### src/rtl/tdisc_pkg.sv
`timescale 1ns/1ps
package tdisc_pkg;
  // Overspeed when fewer halved ticks than the target were seen.
  function automatic logic is_fast(input int unsigned count, input int unsigned tgt);
    return count < tgt;
  endfunction

  // Lock band of one sixteenth of the target on each side.
  function automatic logic in_band(input int unsigned count, input int unsigned tgt);
    int unsigned margin;
    margin = tgt >> 4;
    return (count + margin >= tgt) && (count <= tgt + margin);
  endfunction
endpackage

### src/rtl/tdisc_phase.sv
`timescale 1ns/1ps
module tdisc_phase (
  input  logic clk,
  input  logic rst_n,
  input  logic fg_pulse,
  output logic win_start,
  output logic win_end
);
  logic armed;
  logic mid;

  assign win_start = fg_pulse & (~armed | mid);
  assign win_end   = fg_pulse & armed & mid;

  always_ff @(posedge clk) begin
    if (!rst_n) begin
      armed <= 1'b0;
      mid   <= 1'b0;
    end else if (fg_pulse) begin
      if (!armed) begin
        armed <= 1'b1;
        mid   <= 1'b0;
      end else begin
        mid <= ~mid;
      end
    end
  end

  // two closing pulses never follow each other directly
  p_end_spacing_r6: assert property (@(posedge clk) disable iff (!rst_n)
    win_end |=> !win_end);
endmodule

### src/rtl/tdisc_counter.sv
`timescale 1ns/1ps
module tdisc_counter #(
  parameter int CNT_W = 11,
  parameter int MAX_N = 512
) (
  input  logic             clk,
  input  logic             rst_n,
  input  logic             ref_tick,
  input  logic             clr,
  input  logic [CNT_W-1:0] sat_lim,
  output logic [CNT_W-1:0] cnt,
  output logic             cnt_sat
);
  logic half;

  assign cnt_sat = cnt >= sat_lim;

  always_ff @(posedge clk) begin
    if (!rst_n || clr) begin
      cnt  <= '0;
      half <= 1'b0;
    end else if (ref_tick) begin
      half <= ~half;
      if (half && !cnt_sat) cnt <= cnt + 1'b1;
    end
  end

  p_no_overflow_r3: assert property (@(posedge clk) disable iff (!rst_n)
    32'(cnt) <= 2 * MAX_N);
  p_clear_r2: assert property (@(posedge clk) disable iff (!rst_n)
    clr |=> cnt == '0);
endmodule

### src/rtl/tdisc_judge.sv
`timescale 1ns/1ps
module tdisc_judge #(
  parameter int CNT_W = 11
) (
  input  logic             clk,
  input  logic             rst_n,
  input  logic             win_end,
  input  logic [CNT_W-1:0] cnt,
  input  logic [CNT_W-1:0] tgt,
  output logic             speed_up,
  output logic             lock_n,
  output logic             err_stb
);
  always_ff @(posedge clk) begin
    if (!rst_n) begin
      speed_up <= 1'b1;
      lock_n   <= 1'b1;
      err_stb  <= 1'b0;
    end else begin
      err_stb <= win_end;
      if (win_end) begin
        speed_up <= ~tdisc_pkg::is_fast(32'(cnt), 32'(tgt));
        lock_n   <= ~tdisc_pkg::in_band(32'(cnt), 32'(tgt));
      end
    end
  end

  p_hold_r6: assert property (@(posedge clk) disable iff (!rst_n)
    !err_stb |-> $stable(speed_up) && $stable(lock_n));
  p_stb_single_r6: assert property (@(posedge clk) disable iff (!rst_n)
    err_stb |=> !err_stb);
endmodule

### src/rtl/tach_speed_disc.sv
`timescale 1ns/1ps
module tach_speed_disc #(
  parameter int BASE_N = 64
) (
  input  logic clk,
  input  logic rst_n,
  input  logic ref_tick,
  input  logic fg_pulse,
  input  logic sel_a,
  input  logic sel_b,
  output logic speed_up,
  output logic err_stb,
  output logic lock_n
);
  localparam int CODE_W = 2;
  localparam int MAX_N  = BASE_N << ((1 << CODE_W) - 1);
  localparam int CNT_W  = $clog2(2 * MAX_N + 1);

  logic [CODE_W-1:0] code;
  logic [CNT_W-1:0]  tgt;
  logic [CNT_W-1:0]  sat_lim;
  logic [CNT_W-1:0]  cnt;
  logic              cnt_sat;
  logic              win_start;
  logic              win_end;

  // pins are inverted into a shift amount on the base count
  assign code    = {~sel_b, ~sel_a};
  assign tgt     = CNT_W'(BASE_N) << code;
  assign sat_lim = tgt << 1;

  tdisc_phase u_phase (
    .clk(clk), .rst_n(rst_n), .fg_pulse(fg_pulse),
    .win_start(win_start), .win_end(win_end)
  );

  tdisc_counter #(.CNT_W(CNT_W), .MAX_N(MAX_N)) u_count (
    .clk(clk), .rst_n(rst_n), .ref_tick(ref_tick), .clr(win_start),
    .sat_lim(sat_lim), .cnt(cnt), .cnt_sat(cnt_sat)
  );

  tdisc_judge #(.CNT_W(CNT_W)) u_judge (
    .clk(clk), .rst_n(rst_n), .win_end(win_end), .cnt(cnt), .tgt(tgt),
    .speed_up(speed_up), .lock_n(lock_n), .err_stb(err_stb)
  );

  p_sat_slow_r3: assert property (@(posedge clk) disable iff (!rst_n)
    err_stb && $past(cnt_sat) |-> speed_up && lock_n);
  p_first_open_r7: assert property (@(posedge clk) disable iff (!rst_n)
    $past(win_start && !win_end) |-> !err_stb);
  p_strobe_src_r6: assert property (@(posedge clk) disable iff (!rst_n)
    err_stb |-> $past(fg_pulse));
endmodule

### config.mk
export PLATFORM = sky130hd
export DESIGN_NAME = tach_speed_disc
export DESIGN_NICKNAME = d
export VERILOG_FILES = /design/src/rtl/tdisc_pkg.sv /design/src/rtl/tdisc_phase.sv /design/src/rtl/tdisc_counter.sv /design/src/rtl/tdisc_judge.sv /design/src/rtl/tach_speed_disc.sv
export SDC_FILE = /design/constraint.sdc
export NUM_CORES = 1
export LEC_CHECK = 0
export BUFFER_PORTS_ARGS = -buffer_cell sky130_fd_sc_hd__clkbuf_2
export CORE_MARGIN = 2
export CORE_UTILIZATION = 53
export DETAILED_ROUTE_END_ITERATION = 7
export PLACE_DENSITY = 0.77
export SLEW_MARGIN = 5
export SYNTH_ARGS = -nofsm -noshare
export SYNTH_HDL_FRONTEND = slang
export SYNTH_SLANG_ARGS = --single-unit
export TNS_END_PERCENT = 20
### constraint.sdc
create_clock -name clk -period 3.5 [get_ports clk]
set_input_delay 0.35 -clock clk [delete_from_list [all_inputs] [get_ports clk]]
set_output_delay 0.35 -clock clk [all_outputs]
set_load 0.01 [all_outputs]
; Yosys cells after proc, flatten, opt, wreduce, memory -nomap -nowiden
; Index checks and enable logic that the tools add are counted.
[word_totals]
register_bits = 17
latchBits = 0
mem_bits_rw = 0
romBits = 0
inputBits = 6
out_inout_bits = 3
elab_cells = 33
mem_count = 0
[classes]
addsub = 3
mul = 0
div_mod_pow = 0
magnitude_cmp = 4
eq_ne = 0
n_shift = 1
mux = 1
bitwise_logic = 11
n_reduce_logical = 6
[op_table]
columns = operator, count
row1 = >= comparator 32 x 11 -> 1 bit, 1
row2 = <= comparator 11 x 32 -> 1 bit, 1
row3 = adder 11 x 7 -> 12 bit, 2
row4 = adder 11 x 1 -> 11 bit (second input constant), 1
row5 = >= comparator 11 bit, 1
row6 = < comparator 11 bit, 1
row7 = << shifter 7 x 2 -> 11 bit (first input constant), 1
row8 = NOT 1 bit, 7
row9 = AND 1 bit, 3
row10 = logical AND 1 bit, 2
row11 = zero test 1 bit, 2
row12 = AND reduction 2 bit, 1
row13 = logical OR 1 bit, 1
row14 = 2-to-1 mux 1 bit, 1
row15 = bitwise OR 1 bit, 1

; Longest topological paths before layout
; Gate-level depths: netlist of run 1.
[logic_depth]
depth_word = 6
depth_mapped = 14

; Cells and area by module
; Synthesis of run 1 repeated with hierarchy kept, for this count alone.
[unflattened]
hier_cells = 305
hier_area_um2 = 2487.4
[modules_own_cells]
columns = module, n_inst, cells_each, area_each_um2, seq_area_each_um2
row1 = tdisc_judge, 1, 185, 1506.4, 60.1
row2 = tdisc_counter, 1, 106, 862.1, 240.2
row3 = tdisc_phase, 1, 9, 88.8, 40.0
row4 = tach_speed_disc, 1, 5, 30.0, 0.0

; Least setup slack after synthesis of run 1
; OpenSTA, ideal clock, no wires.
[synth_timing]
path_kind = input to register
startpoint = input port sel_a
endpoint = register u_judge.lock_n
arrival_ns = 2.461
required_time_ns = 3.426
slack_ns = 0.965
path_stages = 13
path_buffers = 0
cell_sequence = or2_2 ha_1 nor2b_1 or2_2 nor2_1 nor2_1 xor2_1 ha_1 o21ai_0 a21oi_1 nor2_1 o211ai_1 a31oi_1
[synth_between]
elab_chain_cells = 6
elab_cells_between_ends = 8
cone_classes = 2 x add/sub / 2 x order compare / 1 x shift / 2 x bitwise / 1 x reduce/logical
[synth_lines]
columns = item, line_no
row1 = start: declaration, tach_speed_disc.sv:9  ; input logic sel_a,
row2 = NOT 1 bit *, tach_speed_disc.sv:28  ; assign code = {~sel_b, ~sel_a};
row3 = << shifter 7 x 2 -> 11 bit *, tach_speed_disc.sv:29  ; assign tgt = CNT_W'(BASE_N) << code;
row4 = adder 11 x 7 -> 12 bit, tdisc_pkg.sv:12  ; return (count + margin >= tgt) && (count <= tgt + margin);
row5 = >= comparator 32 x 11 -> 1 bit or <= comparator 11 x 32 -> 1 bit (tied branches), tdisc_pkg.sv:12
row6 = logical AND 1 bit *, tdisc_pkg.sv:12
row7 = NOT 1 bit *, tdisc_judge.sv:23  ; lock_n <= ~tdisc_pkg::in_band(32'(cnt), 32'(tgt));
row8 = end signal: assignment, tdisc_judge.sv:23
row9 = end: declaration, tdisc_judge.sv:11  ; output logic lock_n,
; Mark *: on every way between the ends. The rest lies on a longest branch, timed or not.
; A chain may end at the register's enable or synchronous reset.

; Final worst setup path of run 1
; Ends and elaborated chain as after synthesis.

==> results of run 1 <==
power groups by stage:
stage               Combinational [uW]  Sequential [uW]  Clock [uW]
detailed placement                50.2              204           0
finish                            50.7              199         107
global placement                  47.1              203           0
floorplan                         37.9              203           0
CTS                               50.5              199         111
global route                      56.5              200         115
per-stage QoR:
step	utilization, %	cell area (sq um)	power (uW)	std cells
global route	58.9	1450	371	205
finish	58.9	1450	356	205
global placement	57.7	1420	250	201
detailed placement	57.7	1420	254	201
CTS	58.9	1450	360	205
floorplan	-	1360	241	167
cell families after synthesis:
logic type | Yosys count | share of synthesized area, %
flip-flops | 17 | 25.0
AO/OA/AOI/OAI | 45 | 19.3
buffers and inverters | 14 | 4.41
XOR/XNOR | 6 | 3.86
adder cells (fa/ha/maj) | 24 | 22.6
AND/OR/NAND/NOR | 61 | 24.9
per-layer routing:
layer	routed length [microns]	vias to the layer above	global-route usage [%]
met5	0	-	0
met4	50	0	9.17
met3	99	6	1.64
met2	1430	22	36.5
met1	1430	552	28.2
li1	-	624	-
state kept, by name, summed over array words and instances (netlist names):
name	cells
u_count.cnt	11
u_count.half	1
u_judge.err_stb	1
u_judge.lock_n	1
u_judge.speed_up	1
u_phase.armed	1
u_phase.mid	1
cells in the mapped netlist:
cell type	number	area (sq um)
sky130_fd_sc_hd__or4_1	4	30.0
sky130_fd_sc_hd__o41ai_1	1	8.76
sky130_fd_sc_hd__inv_1	10	37.5
sky130_fd_sc_hd__a22oi_1	1	7.51
sky130_fd_sc_hd__nand4_1	5	31.3
sky130_fd_sc_hd__a211oi_1	1	7.51
sky130_fd_sc_hd__o31ai_1	4	30.0
sky130_fd_sc_hd__nand3b_1	2	15.0
sky130_fd_sc_hd__clkbuf_1	3	11.3
sky130_fd_sc_hd__o21bai_1	1	7.51
sky130_fd_sc_hd__nand2b_1	4	25.0
sky130_fd_sc_hd__xnor2_1	3	26.3
sky130_fd_sc_hd__ha_1	23	288
sky130_fd_sc_hd__and2_1	1	6.26
sky130_fd_sc_hd__or2_4	1	8.76
sky130_fd_sc_hd__buf_6	1	11.3
sky130_fd_sc_hd__nand3_1	5	25.0
sky130_fd_sc_hd__or2_2	2	12.5
sky130_fd_sc_hd__nand2_1	8	30.0
sky130_fd_sc_hd__and4_1	1	8.76
sky130_fd_sc_hd__o21ai_0	11	55.1
sky130_fd_sc_hd__nor2_1	14	52.6
sky130_fd_sc_hd__fa_1	1	20.0
sky130_fd_sc_hd__xor2_1	3	26.3
sky130_fd_sc_hd__dfxtp_1	17	340
sky130_fd_sc_hd__nor2b_1	3	18.8
sky130_fd_sc_hd__or3_1	7	43.8
sky130_fd_sc_hd__o21a_1	3	22.5
sky130_fd_sc_hd__or4b_1	1	10.0
sky130_fd_sc_hd__nor3b_1	2	15.0
sky130_fd_sc_hd__o211ai_1	3	22.5
sky130_fd_sc_hd__a21oi_1	19	95.1
sky130_fd_sc_hd__a31oi_1	1	6.26
sky130_fd_sc_hd__nor4_1	1	6.26
path summary, 6_finish.rpt:
check,startpoint,to,slack (ps),cells past startpoint
max,sel_a,u_judge.lock_n,970,14
min reg2reg,u_judge.speed_up,u_judge.speed_up,490,2
max reg2reg,u_count.cnt[3],u_judge.lock_n,1040,12
min,rst_n,u_judge.speed_up,250,2
layout make-up:
| type | count | area (sq um) | share of cell area, % |
|---|---|---|---|
| clock buffers | 3 | 22.5 | 1.56 |
| well taps | 30 | 37.5 | 2.60 |
| multi-input cells | 136 | 962 | 66.6 |
| flip-flops and latches | 17 | 340 | 23.5 |
| inverters | 10 | 37.5 | 2.60 |
| repair buffers | 8 | 40.0 | 2.77 |
| clock inverters | 1 | 5.00 | 0.346 |
==> results by stage, run 1 <==
STA:
- The portion of the clock cycle consumed by the worst path in the final layout is 72.3%.
- Setup slack on the critical path of the routed design comes to 968 ps.
- The final critical-path required period is approximately 2500 ps.
- Measured against its own limit, the worst slew margin works out to 61.8%.
- For the pin with the worst max-slew slack, the measured transition is 574 ps.
- Setup repair after global routing left no endpoint under its margin.
- The number of pins with negative max-slew slack in the final report came to 0.
- Setup violations remaining at the end of the flow were counted as 0.
- The final number of hold-violating endpoints is 0.
- The setup clock skew after layout is between 2 and 2.5 ps.
- For this run, the top clock speed supported by timing is about 0.40 GHz.
- The worst hold-check slack is 248 ps.
- The final-layout setup total negative slack is 0 ps.

Layout:
- The filler cells instantiated in the layout total 220.
- The library cell used most frequently in the layout, excluding fill and tap cells, is sky130_fd_sc_hd__ha_1.
- The relative area change from synthesis to final layout is 6.06%.
- In the layout the commonest cells are sky130_fd_sc_hd__ha_1 (23), sky130_fd_sc_hd__a21oi_1 (19), sky130_fd_sc_hd__dfxtp_1 (17).
- The fraction of final layout cells sized beyond drive strength 1 is 8.57%.
- For this run, the post-layout net count is just over 200.
- The total inserted antenna cells is 0.

GRT:
- Entering global routing, the biggest net connects 23 pins.
- The number of global-route vias before repair is 1079.
- Global routing consumed, over all layers together, 21.7% of the routing resources.
- The overflow left after global routing is 0.
- The global-route wire length before repair is 4.65 mm.
- The number of antenna violations at the first check in global routing is 0.

Clocking:
- After clock tree synthesis, the flow added hold-fix buffers numbering 0.
- The number of buffers created by CTS is 3.
- The number of setup buffers added after CTS is 0.
- In this run, post-CTS repair resized a total of 0 instances.
- In this run the number of H-tree levels came out at 1.
- The later pin in the worst-skew pair is clocked with a latency of roughly 300 ps.
- TritonCTS built the clock tree.
- The clock passes through at most 2 buffers.
- The clock-pin slew reported for the worst setup and hold paths after clock tree synthesis is roughly 100 ps.
- The master cell of the clock root buffer is sky130_fd_sc_hd__clkbuf_4.
- Counting every sink on the clock net gives 17.

Run:
- The max capacitance violation total is 0.

Worst hold path:
- In this run the worst hold path is classified as in2reg.

Pwr:
- The share of total power dissipated in the clock network is about 30%.
- In this run, the combinational gates consume 14.2% of the power.
- The worst vdd rail ir drop is 238 uV.
- In this run the power density over the cells is 247 nW/um^2.
- The internal power contribution is 258 uW.
- Registers are responsible for 55.9% of the overall power.
- The power dissipated by switching net loads is 98.4 uW.
- The switching part of the total is 27.6%.
- The cell leakage power is between 0.0006 and 0.0007 uW.

Setup path:
- The worst setup path is launched from an input pin.
- Along the worst path, the maximum fanout reaches 6.
- Counting both buffers and inverters, the worst setup path holds a total of 1.
- Broken down by cell family, the worst path's largest delay share belongs to simple AND/OR/NAND/NOR gates.
- The cell with the most instances on the worst path is sky130_fd_sc_hd__nor2_1.
- The slowest stage of the critical path is the sky130_fd_sc_hd__ha_1 cell.
- The worst setup path is captured at a register.
- The delay of the slowest cell on the worst path is around 370 ps.
- Walking the worst path, the cells encountered are clkbuf_2 > or2_2 > ha_1 > nor2b_1 > or2_2 > nor2_1 > nor2_1 > xor2_1 > ha_1 > o21ai_0 > a21oi_1 > nor2_1 > o211ai_1 > a31oi_1.
- The critical path data arrival time is ~2800 ps.
- Data on the critical path is required at its endpoint by 3730 ps.
- The critical path is of the in2reg type.

Die:
- The floorplan step defined a core boundary enclosing 2450 sq um.
- The die width is roughly 55 microns.
- The height of the die is 54.7 microns.
- The starting density of the core is around 56%.
- The site row count is 18.
- The floorplan step defined a die boundary enclosing 2990 sq um.
- During I/O placement, the number of pins put on the boundary was 9.

Drt:
- After the first detailed-routing iteration, the DRC count stood at 20.
- The routed layout has approximately 1200 vias.
- The length of the first detailed-routing pass in iterations is 4.
- The count of unresolved DRC violations after routing is 0.
- The wire length reported by the detailed router is between 3 and 4 mm.
- The number of vias per cell after detailed routing is 5.87.
- The post-detailed-route count of antenna-violating nets is 0.
- The per-cell routed wire length is between 10 and 15 microns.

Synthesis:
- Synthesis instantiated 34 different standard cells from the library.
- Synthesis inferred 17 register bits.
- The post-synthesis net count is 197.
- The count of yosys warnings during synthesis is 0.
- The post-synthesis average cell area is 8.16 sq um.
- For this run, the register share of the synthesized area comes to 25.0%.
- Counting every instance in the synthesized netlist gives 167.
- The synthesized cell area is around 1400 sq um.

Placement:
- The post-DP HPWL is 2.32 mm.
- The pre-CTS setup slack is 664 ps.
- The count of buffers from port buffering is 8.
- The global placer's final weighted congestion is 0.918.

Status:
- The flow ran to the end, and the final reports show no timing, DRC or antenna violations.
No activity file was read; power rests on OpenSTA's default activity.
==> run 2: changes to the inputs <==
--- a/config.mk
+++ b/config.mk
@@ -5,11 +5,12 @@
 export SDC_FILE = /design/constraint.sdc
 export NUM_CORES = 1
 export LEC_CHECK = 0
+export ABC_AREA = 1
 export BUFFER_PORTS_ARGS = -buffer_cell sky130_fd_sc_hd__clkbuf_2
 export CORE_MARGIN = 2
 export CORE_UTILIZATION = 53
 export DETAILED_ROUTE_END_ITERATION = 7
-export PLACE_DENSITY = 0.77
+export PLACE_DENSITY = 0.8
 export SLEW_MARGIN = 5
 export SYNTH_ARGS = -nofsm -noshare
 export SYNTH_HDL_FRONTEND = slang
==> constraint.sdc (replaced) <==
create_clock -name clk -period 2.1 [get_ports clk]
set_input_delay 0.21 -clock clk [delete_from_list [all_inputs] [get_ports clk]]
set_output_delay 0.21 -clock clk [all_outputs]
set_load 0.01 [all_outputs]
==> run 2 against run 1 <==
Net effect: the run now ends with setup timing left; synthesized area rose by 8.7%; combinational power rose by 130%; power up 76%; sequential share of layout area is 3.9 points lower; clock skew about the same; worst setup slack got worse by 1000 ps; largest cell class unchanged.
==> results by stage, run 2 <==
Status:
- Status: finished, violations left (was finished, final reports clean).
- The checks that failed: setup timing.

Pwr:
- The switching part of the total is 29.4% (was 27.6%).
- The areal power density over the cells came to 349 nW/um^2 (was 247 nW/um^2).
- The internal power contribution is 442 uW (was 258 uW).
- The power dissipated by switching net loads is 184 uW (was 98.4 uW).
- The sum of internal, switching and leakage power is 626 uW (was 356 uW).
- The sequential fraction of design power is 52.3% (was 55.9%).
- The worst vdd rail ir drop came to 334 uV (was 238 uV).
- The combinational power share was 18.4% (was 14.2%).
- The share of total power in the clock network is 29.3% (was 29.9%).
- The cell leakage power is 0.000869 uW (was 0.000604 uW).

Layout:
- The number of filler instances in the final layout is 251 (was 220).
- The largest register by flop count is u_count.cnt (unchanged).
- Commonest cells after routing, fill and taps aside: sky130_fd_sc_hd__nand2_1 (43), sky130_fd_sc_hd__inv_1 (26), sky130_fd_sc_hd__nor2_1 (21), sky130_fd_sc_hd__buf_4 (21), sky130_fd_sc_hd__ha_1 (19) (was sky130_fd_sc_hd__ha_1 (23), sky130_fd_sc_hd__a21oi_1 (19), sky130_fd_sc_hd__dfxtp_1 (17)).
- The flip-flop count of the largest register after layout is 11 (unchanged).
- The total inserted antenna cells is 0 (unchanged).
- The relative area change from synthesis to final layout was 21.1% (was 6.06%).
- The post-route standard cell area excluding fillers is 1790 sq um (was 1450 sq um).
- The most common cell after layout, fill and taps aside is sky130_fd_sc_hd__nand2_1 (was sky130_fd_sc_hd__ha_1).
- The area of combinational cells with multiple inputs is 1060 sq um (was 962 sq um).
- The fraction of final layout cells sized beyond drive strength 1 is 23.7% (was 8.57%).
- The area of all sequential standard cells is 353 sq um (was 340 sq um).
- The number of nets at the end of the flow was 272 (was 206).

Synthesis:
- The xor/xnor share of the synthesized area is 7.69% (was 3.86%).
- The post-synthesis average cell area is 6.99 sq um (was 8.16 sq um).
- Leading post-synthesis cells by cell area: sky130_fd_sc_hd__dfxtp_1 (23%), sky130_fd_sc_hd__ha_1 (19%), sky130_fd_sc_hd__nand2_1 (11%) (was sky130_fd_sc_hd__dfxtp_1 (25%), sky130_fd_sc_hd__ha_1 (21%), sky130_fd_sc_hd__a21oi_1 (7.0%)).
- The sequential cell area fraction in the yosys report is 23.0% (was 25.0%).
- The post-synthesis compound-gate area fraction was 11.3% (was 19.3%).
- The async set-reset flop share out of synthesis is 0% (unchanged).
- The combinational family with the most area after synthesis is simple AND/OR/NAND/NOR gates (unchanged).
- The synthesized cell area was 1480 sq um (was 1360 sq um).
- Most used standard cells in the synthesized netlist: sky130_fd_sc_hd__nand2_1 (44), sky130_fd_sc_hd__inv_1 (30), sky130_fd_sc_hd__nor2_1 (24) (was sky130_fd_sc_hd__ha_1 (23), sky130_fd_sc_hd__a21oi_1 (19), sky130_fd_sc_hd__dfxtp_1 (17)).
- The library cell with the largest summed area after synthesis is sky130_fd_sc_hd__dfxtp_1 (unchanged).
- The number of different library cells in the post-synthesis netlist is 28 (was 34).
- The count of yosys warnings during synthesis is 0 (unchanged).
- The synthesized instance count is 212 (was 167).
- The dominant register cell in the synthesized netlist is sky130_fd_sc_hd__dfxtp_1 (unchanged).
- The share of cell area taken by muxes after synthesis was 0% (unchanged).
- The post-synthesis net count is 242 (was 197).
- The simple logic cell fraction of the synthesized area came to 27.8% (was 24.9%).
- The most numerous cell in the Yosys netlist is sky130_fd_sc_hd__nand2_1 (was sky130_fd_sc_hd__ha_1).
- The share of the synthesized area in the top cell type came to 23.0% (was 25.0%).
- The adder and majority gate portion of the synthesized area is 20.8% (was 22.6%).
- The flop and latch count out of synthesis is 17 (unchanged).
- The number of enable flip-flop cells after synthesis came to 0 (unchanged).

Die:
- The number of placed I/O pins is 9 (unchanged).
- The die width is 56.9 microns (was 54.7 microns).
- The floorplan die area is 3230 sq um (was 2990 sq um).
- The height of the die was 56.9 microns (was 54.7 microns).
- The site row count is 19 (was 18).
- The area inside the core boundary was 2710 sq um (was 2450 sq um).
- The starting density of the core came to 54.7% (was 55.5%).

GRT:
- The pin count of the biggest net entering global routing came to 13 (was 23).
- The overflow left after global routing is 0 (unchanged).
- The total track usage was 21.8% (was 21.7%).
- The number of global-route vias before repair came to 1293 (was 1079).
- The number of antenna violations at the first check in global routing came to 0 (unchanged).
- The global-route wire length before repair is 5.54 mm (was 4.65 mm).

Setup path:
- The type of the worst setup path is reg2reg (was in2reg).
- The cell with the most instances on the worst path is sky130_fd_sc_hd__nand2_1 (was sky130_fd_sc_hd__nor2_1).
- The critical path's slowest cell is sky130_fd_sc_hd__dfxtp_4 (was sky130_fd_sc_hd__ha_1).
- The critical path launch point type is a register (was input pin).
- The biggest fanout along the worst timing path is 3 (was 6).
- The required time reported for the critical path endpoint is 2350 ps (was 3730 ps).
- The source of the critical timing path is u_count.cnt[4] (was sel_a).
- The delay of the slowest cell on the worst path is 380 ps (was 370 ps).
- The critical path data arrival time is 2410 ps (was 2770 ps).
- The cell type group with the largest total delay on the critical path is adder cells (was simple AND/OR/NAND/NOR gates).
- The minimum setup slack among reg-to-reg paths was -60 ps (was 1040 ps).
- The endpoint class of the critical path is a register (unchanged).
- The startpoint of the worst register-to-register path was u_count.cnt[4] (was u_count.cnt[3]).
- The number of buffers and inverters on the critical path is 3 (was 1).
- Cell chain of the critical path: ha_4 > inv_2 > a21oi_2 > o211ai_1 > buf_4 > xor2_1 > inv_1 > ha_1 > o21ai_1 > nand2_1 > nand2_1 > nand3b_1 > nor2_1 > nand2_1 > nand2_1 > nand2_1 > nand2_1 (was clkbuf_2 > or2_2 > ha_1 > nor2b_1 > or2_2 > nor2_1 > nor2_1 > xor2_1 > ha_1 > o21ai_0 > a21oi_1 > nor2_1 > o211ai_1 > a31oi_1).

Drt:
- The wire length reported by the detailed router came to 3.27 mm (was 3.01 mm).
- The per-cell routed wire length is 12.0 microns (was 14.7 microns).
- The detailed route wirelength on metal3 was 91 microns (was 99 microns).
- The highest metal layer used by the detailed router is met4 (unchanged).
- The routed length on met1 came to 1.54 mm (was 1.43 mm).
- The number of vias per cell after detailed routing is 5.23 (was 5.87).
- The count of unresolved DRC violations after routing is 0 (unchanged).
- The length of the first detailed-routing pass in iterations came to 4 (unchanged).
- The count of routing violations after the opening detailed-route iteration was 51 (was 20).
- The routed length on met2 came to 1.59 mm (was 1.43 mm).
- The post-detailed-route count of antenna-violating nets came to 0 (unchanged).
- The total via count in the routed design is 1422 (was 1204).

STA:
- Dividing the final minimum period by the clock period gives 103%.
- The worst hold-check slack came to 170 ps (was 248 ps).
- The setup clock skew after layout was 2.73 ps (was 2.37 ps).
- The final-layout setup total negative slack is -56.2 ps (was 0 ps).
- After layout, the minimum clock period comes to roughly 2200 ps.
- Unrepaired setup endpoints after global routing: yes (was no).
- Timing would allow up to 0.464 GHz.
- The final number of hold-violating endpoints is 0 (unchanged).
- The transition time at the pin with the least slew margin was 347 ps (was 574 ps).
- The worst relative slew slack is 76.8% (was 61.8%).
- The final count of negative-setup-slack endpoints is 1 (was 0).
- The final worst setup slack is -56.2 ps (was 968 ps).
- The number of pins with negative max-slew slack in the final report was 0 (unchanged).

Placement:
- The count of buffers from port buffering is 8 (unchanged).
- The global placer's final weighted congestion is 0.817 (was 0.918).
- The post-DP HPWL came to 2.56 mm (was 2.32 mm).
- The pre-CTS setup slack came to -323 ps (was 664 ps).
- The placement-stage cell area is 1730 sq um (was 1420 sq um).

Worst hold path:
- The path category of the worst min-delay check is in2reg (unchanged).
- The startpoint of the lowest-slack hold path is ref_tick (was rst_n).

Clocking:
- The count of clock tree sinks is 17 (unchanged).
- The clock latency reported for the late side of the worst-skew pair is 300 ps (about the same).
- The clock-pin slew reported for the worst setup and hold paths after clock tree synthesis was 110 ps (was 100 ps).
- The TritonCTS clock tree is done (unchanged).
- The master cell of the clock root buffer is sky130_fd_sc_hd__clkbuf_4 (unchanged).
- The CTS H-tree depth was 1 (unchanged).
- The buffer levels on the longest clock path was 2 (unchanged).
- The number of buffers created by CTS came to 3 (unchanged).

Run:
- The max capacitance violation total is 0 (unchanged).
[run 2: cell types whose count changed after synthesis, sizes merged, moves of 4 or more]
cell,before,now
xor2,3,12
nor3,0,4
nand3,5,16
o31ai,4,0
or3,7,0
nor2,14,25
nand2,8,46
or4,4,0
inv,10,30
nand2b,4,0
[run 2: final timing paths]
check	end	cells after the start
worst max register to register	u_judge.lock_n	17
worst min-delay path	u_count.half	3
worst min register to register	u_phase.mid	2
worst max-delay path	u_judge.lock_n	17
[run 2: worst register-to-register path, stage by stage, from the launching register on]
cell and delay, ps:
sky130_fd_sc_hd__dfxtp_4 380, sky130_fd_sc_hd__ha_4 270, sky130_fd_sc_hd__inv_2 50, sky130_fd_sc_hd__a21oi_2 130, sky130_fd_sc_hd__o211ai_1 120, sky130_fd_sc_hd__buf_4 160, sky130_fd_sc_hd__xor2_1 150, sky130_fd_sc_hd__inv_1 60
sky130_fd_sc_hd__ha_1 260, sky130_fd_sc_hd__o21ai_1 70, sky130_fd_sc_hd__nand2_1 60, sky130_fd_sc_hd__nand2_1 50, sky130_fd_sc_hd__nand3b_1 70, sky130_fd_sc_hd__nor2_1 80, sky130_fd_sc_hd__nand2_1 50, sky130_fd_sc_hd__nand2_1 50
sky130_fd_sc_hd__nand2_1 40, sky130_fd_sc_hd__nand2_1 60
[run 2: what timing repair did]
item / CTS / global route
hold buffers: 0 / 0
setup buffers: 1 / 0
gates resized for setup: 7 / 1
setup endpoints to repair: 1 / 1
pin swaps: 8 / 1
[run 2: cell type report]
cell class	count	area share [%]
Timing Repair Buffer	29	11.0
Inverter	30	6.28
Tap cell	31	2.16
Multi-Input combinational cell	161	59.3
Clock buffer	3	1.26
Clock inverter	1	0.279
Sequential cell	17	19.7
[run 2: routing by layer]
layer	vias to the layer above	track usage, %
li1	746	-
met1	653	29.2
met2	17	36.9
met3	6	2.76
met4	0	5.98
met5	-	0
[run 2: kinds of logic (layout without fill, tap and decap cells)]
kind of cell,count (synthesis),in the layout
compound gates,29,29
flops,17,17
simple gates,95,95
xor+xnor,13,13
fa+ha+maj,24,24
buf+inv,34,63
[run 2: per-stage QoR]
step | cells | util (%)
floorplan | 212 | -
global placement | 267 | 63.8
detailed placement | 267 | 63.8
CTS | 272 | 66.1
global route | 272 | 66.2
finish | 272 | 66.2
[run 2: power by group through the flow]
| stage | sequential, uW | clock [uW] | combinational, uW |
|---|---|---|---|
| global route | 329 | 198 | 129 |
| finish | 328 | 183 | 115 |
| floorplan | 339 | 0 | 69.9 |
| detailed placement | 339 | 0 | 112 |
| global placement | 339 | 0 | 108 |
| CTS | 328 | 185 | 114 |
